===== src/rtl/spi3w_pkg.sv =====
package spi3w_pkg;

  // Strobes from the sequencer to the datapath, valid for one system clock.
  typedef struct packed {
    logic abort;        // frame inactive: release the line
    logic shiftIn;      // sample the synchronised data bit
    logic ctrlCapture;  // control byte complete
    logic wrFire;       // last write bit arriving
    logic rdStart;      // first read bit: enable the driver
    logic rdShift;      // advance to the next read bit
    logic rdRelease;    // read data exhausted: release the line
  } dpCmd_t;

  typedef enum logic [2:0] {
    S_IDLE,
    S_CTRL,
    S_WRITE,
    S_TURN,
    S_READ,
    S_HOLD
  } seqState_t;

endpackage


===== src/rtl/spi3w_sync.sv =====
module spi3w_sync #(
  parameter int unsigned WIDTH = 3,
  parameter int unsigned STAGES = 2,
  parameter logic [WIDTH-1:0] RESET_VAL = '0
) (
  input  logic             clk,
  input  logic             rstN,
  input  logic [WIDTH-1:0] din,
  output logic [WIDTH-1:0] dout
);

  logic [WIDTH-1:0] stg [STAGES];

  for (genvar s = 0; s < STAGES; s++) begin : g_stage
    if (s == 0) begin : g_first
      always_ff @(posedge clk or negedge rstN) begin
        if (!rstN) stg[s] <= RESET_VAL;
        else       stg[s] <= din;
      end
    end else begin : g_next
      always_ff @(posedge clk or negedge rstN) begin
        if (!rstN) stg[s] <= RESET_VAL;
        else       stg[s] <= stg[s-1];
      end
    end
  end

  assign dout = stg[STAGES-1];

endmodule


===== src/rtl/spi3w_ctrl.sv =====
module spi3w_ctrl
  import spi3w_pkg::*;
#(
  parameter int unsigned CTRL_BITS = 8,
  parameter int unsigned WR_BITS = 64,
  parameter int unsigned RD_BITS = 128
) (
  input  logic   clk,
  input  logic   rstN,
  input  logic   frameActive,
  input  logic   sclkRise,
  input  logic   sclkFall,
  input  logic   dirRead,
  output dpCmd_t cmd
);

  localparam int unsigned MAX_BITS = (RD_BITS > WR_BITS) ? RD_BITS : WR_BITS;
  localparam int unsigned CW = $clog2(MAX_BITS + 1);
  localparam logic [CW-1:0] CTRL_LAST = CW'(CTRL_BITS - 1);
  localparam logic [CW-1:0] WR_LAST = CW'(WR_BITS - 1);
  localparam logic [CW-1:0] RD_END = CW'(RD_BITS);

  seqState_t state, stateNext;
  logic [CW-1:0] bitCnt, bitCntNext;

  always_comb begin
    cmd = '0;
    stateNext = state;
    bitCntNext = bitCnt;
    if (!frameActive) begin
      cmd.abort = 1'b1;
      stateNext = S_IDLE;
      bitCntNext = '0;
    end else begin
      unique case (state)
        S_IDLE: begin
          stateNext = S_CTRL;
          bitCntNext = '0;
        end
        S_CTRL: begin
          if (sclkRise) begin
            cmd.shiftIn = 1'b1;
            if (bitCnt == CTRL_LAST) begin
              cmd.ctrlCapture = 1'b1;
              bitCntNext = '0;
              stateNext = dirRead ? S_TURN : S_WRITE;
            end else begin
              bitCntNext = bitCnt + 1'b1;
            end
          end
        end
        S_WRITE: begin
          if (sclkRise) begin
            cmd.shiftIn = 1'b1;
            if (bitCnt == WR_LAST) begin
              cmd.wrFire = 1'b1;
              stateNext = S_HOLD;
            end else begin
              bitCntNext = bitCnt + 1'b1;
            end
          end
        end
        S_TURN: begin
          if (sclkRise) begin
            stateNext = S_READ;
            bitCntNext = '0;
          end
        end
        S_READ: begin
          if (sclkFall) begin
            if (bitCnt == '0) begin
              cmd.rdStart = 1'b1;
              bitCntNext = bitCnt + 1'b1;
            end else if (bitCnt == RD_END) begin
              cmd.rdRelease = 1'b1;
              stateNext = S_HOLD;
            end else begin
              cmd.rdShift = 1'b1;
              bitCntNext = bitCnt + 1'b1;
            end
          end
        end
        default: begin
          stateNext = S_HOLD;
        end
      endcase
    end
  end

  always_ff @(posedge clk or negedge rstN) begin
    if (!rstN) begin
      state <= S_IDLE;
      bitCnt <= '0;
    end else begin
      state <= stateNext;
      bitCnt <= bitCntNext;
    end
  end

endmodule


===== src/rtl/spi3w_datapath.sv =====
module spi3w_datapath
  import spi3w_pkg::*;
#(
  parameter int unsigned CTRL_BITS = 8,
  parameter int unsigned WR_BITS = 64,
  parameter int unsigned RD_BITS = 128
) (
  input  logic                 clk,
  input  logic                 rstN,
  input  dpCmd_t               cmd,
  input  logic                 serBit,
  input  logic [RD_BITS-1:0]   replyData,
  output logic                 dirRead,
  output logic [WR_BITS-1:0]   cmdData,
  output logic [CTRL_BITS-2:0] cmdOpcode,
  output logic                 cmdValid,
  output logic                 readStrobe,
  output logic                 sdioOut,
  output logic                 sdioOe
);

  localparam int unsigned OP_W = CTRL_BITS - 1;

  logic [WR_BITS-2:0] inSr;
  logic [RD_BITS-1:0] outSr;
  logic               oeReg;

  // The first control bit sits just above the opcode bits once the
  // last control bit is on the wire.
  assign dirRead = inSr[OP_W-1];

  always_ff @(posedge clk or negedge rstN) begin
    if (!rstN) begin
      inSr <= '0;
      outSr <= '0;
      oeReg <= 1'b0;
      cmdData <= '0;
      cmdOpcode <= '0;
      cmdValid <= 1'b0;
      readStrobe <= 1'b0;
    end else begin
      cmdValid <= cmd.wrFire;
      readStrobe <= cmd.ctrlCapture & dirRead;
      if (cmd.shiftIn) inSr <= {inSr[WR_BITS-3:0], serBit};
      if (cmd.ctrlCapture) begin
        cmdOpcode <= {inSr[OP_W-2:0], serBit};
        if (dirRead) outSr <= replyData;
      end
      if (cmd.wrFire) cmdData <= {inSr, serBit};
      if (cmd.rdShift) outSr <= {outSr[RD_BITS-2:0], 1'b0};
      if (cmd.abort || cmd.rdRelease) oeReg <= 1'b0;
      else if (cmd.rdStart) oeReg <= 1'b1;
    end
  end

  assign sdioOe = oeReg;
  assign sdioOut = oeReg & outSr[RD_BITS-1];

endmodule


===== src/rtl/spi3w_cmd_slave.sv =====
module spi3w_cmd_slave
  import spi3w_pkg::*;
#(
  parameter int unsigned CTRL_BITS = 8,
  parameter int unsigned WR_BYTES = 8,
  parameter int unsigned RD_BYTES = 16,
  parameter int unsigned SYNC_STAGES = 2,
  localparam int unsigned WR_BITS = WR_BYTES * 8,
  localparam int unsigned RD_BITS = RD_BYTES * 8
) (
  input  logic                 clk,
  input  logic                 rstN,
  input  logic                 senN,
  input  logic                 sclk,
  input  logic                 sdioIn,
  output logic                 sdioOut,
  output logic                 sdioOe,
  input  logic [RD_BITS-1:0]   replyData,
  output logic                 readStrobe,
  output logic                 cmdValid,
  output logic [CTRL_BITS-2:0] cmdOpcode,
  output logic [WR_BITS-1:0]   cmdData
);

  // Synchronised pins: [2] frame enable (idles high), [1] clock, [0] data.
  logic [2:0] pinSync;
  logic       sclkPrev;
  logic       frameActive;
  logic       sclkRise;
  logic       sclkFall;
  logic       dirRead;
  dpCmd_t     dpCmd;

  spi3w_sync #(
    .WIDTH(3),
    .STAGES(SYNC_STAGES),
    .RESET_VAL(3'b100)
  ) u_sync (
    .clk (clk),
    .rstN(rstN),
    .din ({senN, sclk, sdioIn}),
    .dout(pinSync)
  );

  always_ff @(posedge clk or negedge rstN) begin
    if (!rstN) sclkPrev <= 1'b0;
    else       sclkPrev <= pinSync[1];
  end

  assign frameActive = ~pinSync[2];
  assign sclkRise = pinSync[1] & ~sclkPrev;
  assign sclkFall = ~pinSync[1] & sclkPrev;

  spi3w_ctrl #(
    .CTRL_BITS(CTRL_BITS),
    .WR_BITS(WR_BITS),
    .RD_BITS(RD_BITS)
  ) u_ctrl (
    .clk        (clk),
    .rstN       (rstN),
    .frameActive(frameActive),
    .sclkRise   (sclkRise),
    .sclkFall   (sclkFall),
    .dirRead    (dirRead),
    .cmd        (dpCmd)
  );

  spi3w_datapath #(
    .CTRL_BITS(CTRL_BITS),
    .WR_BITS(WR_BITS),
    .RD_BITS(RD_BITS)
  ) u_dp (
    .clk       (clk),
    .rstN      (rstN),
    .cmd       (dpCmd),
    .serBit    (pinSync[0]),
    .replyData (replyData),
    .dirRead   (dirRead),
    .cmdData   (cmdData),
    .cmdOpcode (cmdOpcode),
    .cmdValid  (cmdValid),
    .readStrobe(readStrobe),
    .sdioOut   (sdioOut),
    .sdioOe    (sdioOe)
  );

endmodule


===== config.mk =====
export PLATFORM = sky130hd
export DESIGN_NAME = spi3w_cmd_slave
export DESIGN_NICKNAME = d
export VERILOG_FILES = /design/src/rtl/spi3w_pkg.sv /design/src/rtl/spi3w_sync.sv /design/src/rtl/spi3w_ctrl.sv /design/src/rtl/spi3w_datapath.sv /design/src/rtl/spi3w_cmd_slave.sv
export SDC_FILE = /design/constraint.sdc
export NUM_CORES = 1
export LEC_CHECK = 0
export BUFFER_PORTS_ARGS = -buffer_cell sky130_fd_sc_hd__buf_2
export CORE_MARGIN = 4
export CORE_UTILIZATION = 39
export CTS_CLUSTER_DIAMETER = 40
export CTS_CLUSTER_SIZE = 10
export DETAILED_ROUTE_END_ITERATION = 12
export MAX_ROUTING_LAYER = met4
export PLACE_DENSITY_LB_ADDON = 0.05
export SYNTH_ARGS = -nofsm -noshare
export SYNTH_HDL_FRONTEND = slang
export SYNTH_SLANG_ARGS = --single-unit

===== constraint.sdc =====
create_clock -name clk -period 3.42 [get_ports clk]
set_clock_uncertainty 0.15 [all_clocks]
set_input_delay 0.513 -clock clk [delete_from_list [all_inputs] [get_ports clk]]
set_output_delay 0.513 -clock clk [all_outputs]
set_load 0.05 [all_outputs]

======== Word level (Yosys, flattened, before mapping) ========
Index checks and enable logic that the tools add are counted.
Widths: inputs -> output; s select.
cells by class
  add/subtract/negate cells ............... 1
  eq/ne operators ......................... 17
  muxes and demuxes ....................... 42
  bitwise gates (word level) .............. 6
  reductions and logical operators ........ 10
operators with widths
  operator             count
  $mux 128             3
  $mux 8               9
  $pmux 8 s5           1
  $mux 3               11
  $ne 3x3->1 const B   6
  $pmux 3 s5           1
  $mux 1               13
  $ne 3x2->1 const B   3
  $add 8x1->8 const B  1
  $eq 8x3->1 const B   1
  $eq 8x6->1 const B   1
  $eq 8x8->1 const B   1
  $logic_not 8->1      1
  $reduce_and 8->1     1
  $reduce_and 7->1     1
  $eq 3x2->1 const B   2
  $mux 6               1
  $reduce_bool 2->1    3
  $reduce_bool 6->1    1
  $and 1x1->1          4
  $mux 2               2
  $ne 4x3->1 const B   1
  $eq 3x1->1 const B   1
  $eq 3x3->1 const B   1
  other kinds (5)      6
storage, ports and cells
  register bits after elaboration ......... 283
  word-level logic and storage cells ...... 88

======== Logic depth before layout (Yosys ltp) ========
Gate-level depths: netlist of run 1.
  word-level depth ........................ 8
  depth in mapped cells ................... 9
  depth with buffers taken out ............ 7

======== Cells and area by module ========
A second synthesis of run 1 with hierarchy kept.
second synthesis, totals
  cells, all modules ...................... 1130
  area, all modules ....................... 13370.3 um2
by module, submodules not included
  module           instances  cells each  area an instance (um2)  seq. area each (um2)
  spi3w_datapath   1          1014        12288.0                 6631.4
  spi3w_ctrl       1          103         863.3                   275.3
  spi3w_sync       1          9           175.2                   152.6
  spi3w_cmd_slave  1          4           43.8                    25.0

======== Worst setup path before layout of run 1 ========
Ideal clock, no wire load.
  kind .................................... reg2reg
  from .................................... register u_ctrl.state[2]
  to ...................................... register u_dp.cmdData[14]
  library setup time ...................... 125 ps
  arrival ................................. 2138 ps
  data required time ...................... 3145 ps
  path slack .............................. 1007 ps
  stages on the path, launching flop included .. 8
  path buffers ............................ 3
  period minus slack after synthesis ...... 2413 ps
  cells stage by stage .................... dfrtp_1 -> clkbuf_1 -> or3b_1 -> or3_1 -> nor3_1 -> buf_2 -> buf_4 -> mux2_2
between the ends
  longest elaborated chain between the ends .. 3
ends and longest elaborated chain
  item                    RTL line              source
  from (decl)             spi3w_ctrl.sv:23      seqState_t state, stateNext;
  from (signal assigned)  spi3w_ctrl.sv:95      state <= stateNext;
  $eq 3x2->1              spi3w_ctrl.sv:35      unique case (state)
  $mux 1                  spi3w_ctrl.sv:35
  $mux 6                  spi3w_ctrl.sv:30      if (!frameActive) begin
  to (signal assigned)    spi3w_datapath.sv:49  if (cmd.wrFire) cmdData <= {inSr, serBit};
  to (decl)               spi3w_datapath.sv:14  output logic [WR_BITS-1:0] cmdData,
No other way between the ends.
A chain may end at the register's enable or synchronous reset.

======== Worst setup path after layout of run 1 ========
  from .................................... register u_ctrl.state[1]
  to ...................................... register u_dp.cmdData[52]
Same word-level chain as after synthesis.

==> results of run 1 <==
## worst reg2reg max path: cells and delay by family (launching register included)
kind | cells | cell delay, ns
flip-flops | 1 | 0.54
multiplexers | 1 | 0.45
buffers and inverters | 1 | 0.34
AND/OR/NAND/NOR | 3 | 1.06
## repair_timing
item | in CTS | in global routing
hold endpoints to repair | 88 | 0
gates resized for setup | 0 | 0
hold buffers | 4 | 0
## state kept, by name, indices dropped and copies added, names as in the netlist
signal	cells
u_dp.outSr	128
u_dp.cmdData	64
u_dp.inSr	63
u_ctrl.bitCnt	8
u_dp.cmdOpcode	7
u_ctrl.state	3
u_sync.dout	3
u_sync.stg	3
sclkPrev	1
u_dp.cmdValid	1
u_dp.readStrobe	1
u_dp.sdioOe	1
## per-stage QoR
stage	util (%)	cell area, sq um	total power [mW]	cells
6_report	50.34	14570	8.542	1590
5_1_grt	50.34	14570	8.883	1590
4_1_cts	50.32	14560	8.688	1588
3_5_place_dp	44.69	12930	3.896	1504
3_3_place_gp	44.69	12930	3.901	1504
2_1_floorplan	-	11500	3.671	958
## cell type report
class | count | area, sq um
fill | 2619 | 14370
sequential | 283 | 7084
multi-input combinational | 607 | 4073
timing repair buffer | 227 | 1306
clock buffer | 55 | 1256
tap | 384 | 480.5
clock inverter | 25 | 334.1
inverter | 7 | 26.28
antenna | 2 | 5.005
## kinds of logic after synthesis
kind of cell | synth area share, %
simple gates | 11.05
flops | 61.58
compound gates | 10.45
mux | 13.39
buf+inv | 3.230
fa+ha+maj | 0.2175
xor+xnor | 0.07615
## worst max-delay path by stage
stage          cells after the start  slack, ns             start                to
2_1_floorplan                      7       1.01   u_ctrl.state[2]  u_dp.cmdData[14]
5_1_grt                            6       0.64   u_ctrl.state[1]     u_dp.outSr[0]
3_5_place_dp                       6       0.81   u_ctrl.state[1]     u_dp.outSr[0]
4_1_cts                            5       0.77   u_ctrl.state[1]  u_dp.cmdData[52]
6_report                           5       0.77   u_ctrl.state[1]  u_dp.cmdData[52]
3_3_place_gp                       7       0.82  u_ctrl.bitCnt[0]  u_ctrl.bitCnt[6]
## synthesized netlist by cell type, types with 2 or more instances
master    count
a21oi_1       7
a22oi_1     128
and2_1        3
buf_2         9
buf_4         8
buf_6        10
clkbuf_1     34
dfrtp_1     281
dfstp_2       2
ha_1          2
inv_1         7
mux2_2      135
mux2i_1       2
nand2_1     261
nand2b_1      3
nand3_1       3
nand4_1       2
nor2_1        8
nor2b_1       3
nor3_1        4
nor3b_1       3
nor4_1        2
o2111a_1      2
o21ai_0       4
o21bai_1      2
o22ai_1       2
o311a_1       2
o31ai_1       3
or3_1         3
or3b_1        2
or4_1         3
## metal layers
| layer | up-vias | part of all wire [%] | track usage (%) |
|---|---|---|---|
| li1 | 3811 | - | - |
| met1 | 3911 | 46 | 23.15 |
| met2 | 203 | 46 | 25.11 |
| met3 | 50 | 6.4 | 4.547 |
| met4 | 0 | 1.9 | 4.084 |
| met5 | - | 0 | - |
## report_power, final
| group | switching, mW | internal, mW | total [mW] | leakage (nW) |
|---|---|---|---|---|
| Clock | 1.57 | 3.14 | 4.70 | 0.767 |
| Sequential | 0.0576 | 3.40 | 3.46 | 3.27 |
| Combinational | 0.210 | 0.172 | 0.382 | 3.13 |
==> results_dict.tcl, run 1 <==
set metrics [dict create \
    fin_nets 1306 \
    synth_cell_type_count 49 \
    hold_depth 3 \
    crit_required_ns 3.66 \
    synth_edf_count 0 \
    final_cell_mix "dfrtp_1 (281), nand2_1 (261), buf_2 (206)" \
    synth_top_area_share_pct 61.13 \
    maxCapViolCount 0 \
    drt_iter0_markers 475 \
    async_flop_share_pct 100.0 \
    synth-main-ff-cell "dfrtp_1" \
    cts_sinks 283 \
    cts_tree "yes" \
    reg2reg_slack_ns 0.77 \
    end_kind "register" \
    rsz0062_at_grt "no" \
    antenna_found_initial 2 \
    postCtsSetupRepairBufs 0 \
    final.min_clock_period_ns 2.650 \
    holdPathEnd "u_dp.outSr[101]" \
    cts_buffers 45 \
    core_area_sq_mm 0.02894 \
    clk_latency_ns 0.52 \
    hold_ws_ns 0.07038 \
    place_hpwl_mm 16.83 \
    worst_path_largest_cell_delay_ns 0.54 \
    vias_per_cell 5.016 \
    finalWorstSetupSlack_ns 0.7698 \
    globalRouteOverflowTotal 0 \
    start_kind "register" \
    timing.rr.start "u_ctrl.state[1]" \
    ys_top_cells_by_area "dfrtp_1 (61%), mux2_2 (13%), nand2_1 (8.5%)" \
    p_leak_nw 7.165 \
    grt_pass1_vias 8284 \
    dieHeight_um 179.7 \
    cp_slowest_cell "dfrtp_1" \
    power.density_mw_per_mm2 586.5 \
    clock-root-buffer "clkbuf_16" \
    hold_viol 0 \
    path_max_fanout 60 \
    synthToLayoutAreaGrowth_pct 26.62 \
    die_area_sq_mm 0.03231 \
    fin_tns_setup_ns 0 \
    drt-total-wl_mm 26.82 \
    criticalPathCategory "reg2reg" \
    yosys_warnings 0 \
    vias 7975 \
    yosys.area.top_type "dfrtp_1" \
    post-place-ws_ns 0.8116 \
    syn_avg_cell_area_sq_um 12.01 \
    irDropWorstVdd_mv 0.3568 \
    min_path_type "in2reg" \
    fp-row-count 62 \
    synth_seq_area_share_pct 61.58 \
    layout_commonest_cell "dfrtp_1" \
    worstPathArrival_ns 2.89 \
    drt_first_pass_iters 5 \
    crit_path_cell_trace "or3b_1 -> or3_1 -> nor3_2 -> buf_12 -> mux2_2" \
    cp_top_family "simple AND/OR/NAND/NOR gates" \
    worstMarginPinSlew_ns 0.7274 \
    final_max_slew_viol_count 0 \
    syn_inst 958 \
    fin_crit_sh_pct 77.49 \
    grt_pass1_wl_mm 44.66 \
    ant_nets 0 \
    status "complete, no violations" \
    wire_per_inst_um 16.87 \
    htree_levels 2 \
    cts_buffer_depth 3 \
    track_usage_pct 16.84 \
    io_pins 208 \
    reg2reg_to "u_dp.cmdData[52]" \
    cp_num_buf_inv 1 \
    hp-start "replyData[101]" \
    syn_nets 1093 \
    slew_headroom_pct 51.51 \
    place.gp.congestion 0.7856 \
    start_util_pct 39.76 \
    drive_gt1_share_pct 36.96 \
    synth_area_sq_mm 0.01150 \
    setup_viol 0 \
    grt_start_max_net_pins 129 \
    dieWidth_um 179.7 \
    fmax_mhz 377.3 \
    rr_worst_depth 5 \
    synth-seq-cells 283 \
    clkTransAtPathRegs_ns 0.05 \
    port_buffers 207 \
    drc 0 \
]
Note: power is estimated with default switching activity, not from simulation.
==> run 2: changes to the inputs <==
clock period = 2.4 ns   (was 3.42 ns; I/O delays follow)
==> run 2 against run 1 <==
  * Critical endpoint is now u_dp.outSr[37]
  * Sequential power rose by 42%
  * Sequential share of layout area fell by 6.8 points
  * Final cell count rose by 12%
  * Clock power rose by 38%
  * Wire length rose by 12%
  * Largest power group unchanged
  * Power rose by 44%
==> results_dict.tcl, run 2 (same netlist as run 1, synthesis figures left out) <==
set metrics [dict create \
    status "complete, no violations" \
    crit_required_ns 2.72 \
    htree_levels 2 \
    dieWidth_um 179.7 \
    fin_nets 1503 \
    routed.top_layer "met4" \
    grt_pass1_vias 9125 \
    cts_tree "yes" \
    critPathLaunch "u_ctrl.bitCnt[0]" \
    fmax_mhz 417.1 \
    grt_start_max_net_pins 63 \
    p_seq_share_pct 40.0 \
    die_area_sq_mm 0.03231 \
    nFillCells 2392 \
    hold_viol 0 \
    start_kind "register" \
    route.met2.wl_mm 14.19 \
    drc 0 \
    wire_per_inst_um 16.88 \
    cts_buffers 45 \
    min_path_type "in2async" \
    clk_latency_ns 0.53 \
    finalWorstSetupSlack_ns 0.002367 \
    rsz0062_at_grt "yes" \
    fp-row-count 62 \
    slew_headroom_pct 65.97 \
    path_depth 11 \
    drt-met1-wl_mm 13.84 \
    power_frac_clock_pct 53.0 \
    post-place-ws_ns -0.006904 \
    rr_worst_depth 11 \
    port_buffers 207 \
    io_pins 208 \
    start_util_pct 39.76 \
    p_leak_nw 8.184 \
    fin_tns_setup_ns 0 \
    intPower_mw 9.526 \
    drt_first_pass_iters 5 \
    track_usage_pct 18.21 \
    end_kind "register" \
    clkTransAtPathRegs_ns 0.05 \
    drive_gt1_share_pct 40.90 \
    largestRegisters "u_dp.outSr (128), u_dp.cmdData (64), u_dp.inSr (63)" \
    largest_reg_flops 128 \
    met3WireLength_mm 1.430 \
    path_max_fanout 8 \
    final_cell_mix "dfrtp_1 (279), nand2_1 (222), buf_2 (206)" \
    layout_commonest_cell "dfrtp_1" \
    drt_iter0_markers 355 \
    combPwrFrac_pct 7.0 \
    clock-root-buffer "clkbuf_16" \
    place_inst 1552 \
    vias 8775 \
    antenna_found_initial 0 \
    vias_per_cell 4.916 \
    cp_top_family "buffers and inverters" \
    setup_viol 0 \
    cp_num_buf_inv 5 \
    power.density_mw_per_mm2 723.3 \
    final_max_slew_viol_count 0 \
    place.gp.congestion 0.8164 \
    dieHeight_um 179.7 \
    globalRouteOverflowTotal 0 \
    timing.rr.start "u_ctrl.bitCnt[0]" \
    irDropWorstVdd_mv 0.5019 \
    worstMarginPinSlew_ns 0.5082 \
    fin_area_sq_mm 0.01696 \
    synthToLayoutAreaGrowth_pct 47.39 \
    ant_nets 0 \
    worstPathArrival_ns 2.72 \
    maxCapViolCount 0 \
    crit_path_cell_trace "inv_2 -> ha_4 -> or3b_4 -> buf_6 -> o2111a_4 -> a21oi_4 -> buf_12 -> buf_12 -> clkbuf_16 -> nand2_1 -> nand2_1" \
    final_cell_count_no_fill 1785 \
    antennaDiodeCount 0 \
    cts_sinks 283 \
    drt-total-wl_mm 30.13 \
    cp_slowest_cell "dfrtp_1" \
    place_hpwl_mm 18.07 \
    grt_pass1_wl_mm 48.13 \
    criticalPathCategory "reg2reg" \
    switching_power_mw 2.737 \
    top_register "u_dp.outSr" \
    place_area_sq_mm 0.01345 \
    fin_crit_sh_pct 99.90 \
    utilization_pct 58.60 \
    final.min_clock_period_ns 2.398 \
    cts_buffer_depth 3 \
    worst_path_largest_cell_delay_ns 0.39 \
    core_area_sq_mm 0.02894 \
    p_sw_share_pct 22.32 \
]
## run 2: layout make-up
type / instances / area, sq um / area share [%]
multi-input combinational: 607 / 4368 / 25.76
sequential: 283 / 7087 / 41.80
clock inverter: 23 / 292.8 / 1.727
tap: 384 / 480.5 / 2.834
inverter: 7 / 26.28 / 0.1550
timing repair buffer: 424 / 3460 / 20.40
clock buffer: 57 / 1241 / 7.320
## run 2: repair_timing
item                       4_1_cts  5_1_grt
hold buffers                   132        0
gates cloned                     1        6
pin swaps                        1       32
resized for setup                5       90
hold endpoints to repair       181        0
setup endpoints to repair       31      174
setup buffers                    7        7
## run 2: power by group through the flow
stage / clock (mW) / combinational (mW) / sequential, mW
2_1_floorplan: 0 / 0.273 / 4.96
3_3_place_gp: 0 / 0.649 / 4.98
3_5_place_dp: 0 / 0.646 / 4.98
4_1_cts: 6.66 / 0.834 / 4.90
5_1_grt: 6.87 / 0.939 / 4.91
6_report: 6.50 / 0.858 / 4.91
## run 2: final timing paths
kind,end,slack (ns)
hold reg to reg,u_sync.dout[1],0.20
min in group clk,u_sync.dout[1],0.20
setup / recovery,u_dp.outSr[37],0.002
max in group asynchronous,u_dp.outSr[99],1.17
hold / removal,u_dp.cmdOpcode[0],0.20
setup reg to reg,u_dp.outSr[37],0.002
## run 2: through the flow
stage          hold WS (ns)  power (mW)
6_report             0.1959       12.26
5_1_grt              0.2051       12.73
4_1_cts              0.1972       12.39
3_5_place_dp         0.1789       5.628
3_3_place_gp         0.1763       5.632
2_1_floorplan      -0.08559       5.231
## run 2: worst reg2reg max path: stages (launching register included)
cell,delay (ns)
dfrtp_1,0.39
inv_2,0.09
ha_4,0.13
or3b_4,0.39
buf_6,0.13
o2111a_4,0.34
a21oi_4,0.14
buf_12,0.16
buf_12,0.15
clkbuf_16,0.16
nand2_1,0.05
nand2_1,0.06
## run 2: metal layers
metal  vias to the layer above  track usage (%)
met2                       202            28.06
met4                         0            5.395
met1                      4317            24.32
met5                         -                -
li1                       4201                -
met3                        55            4.184
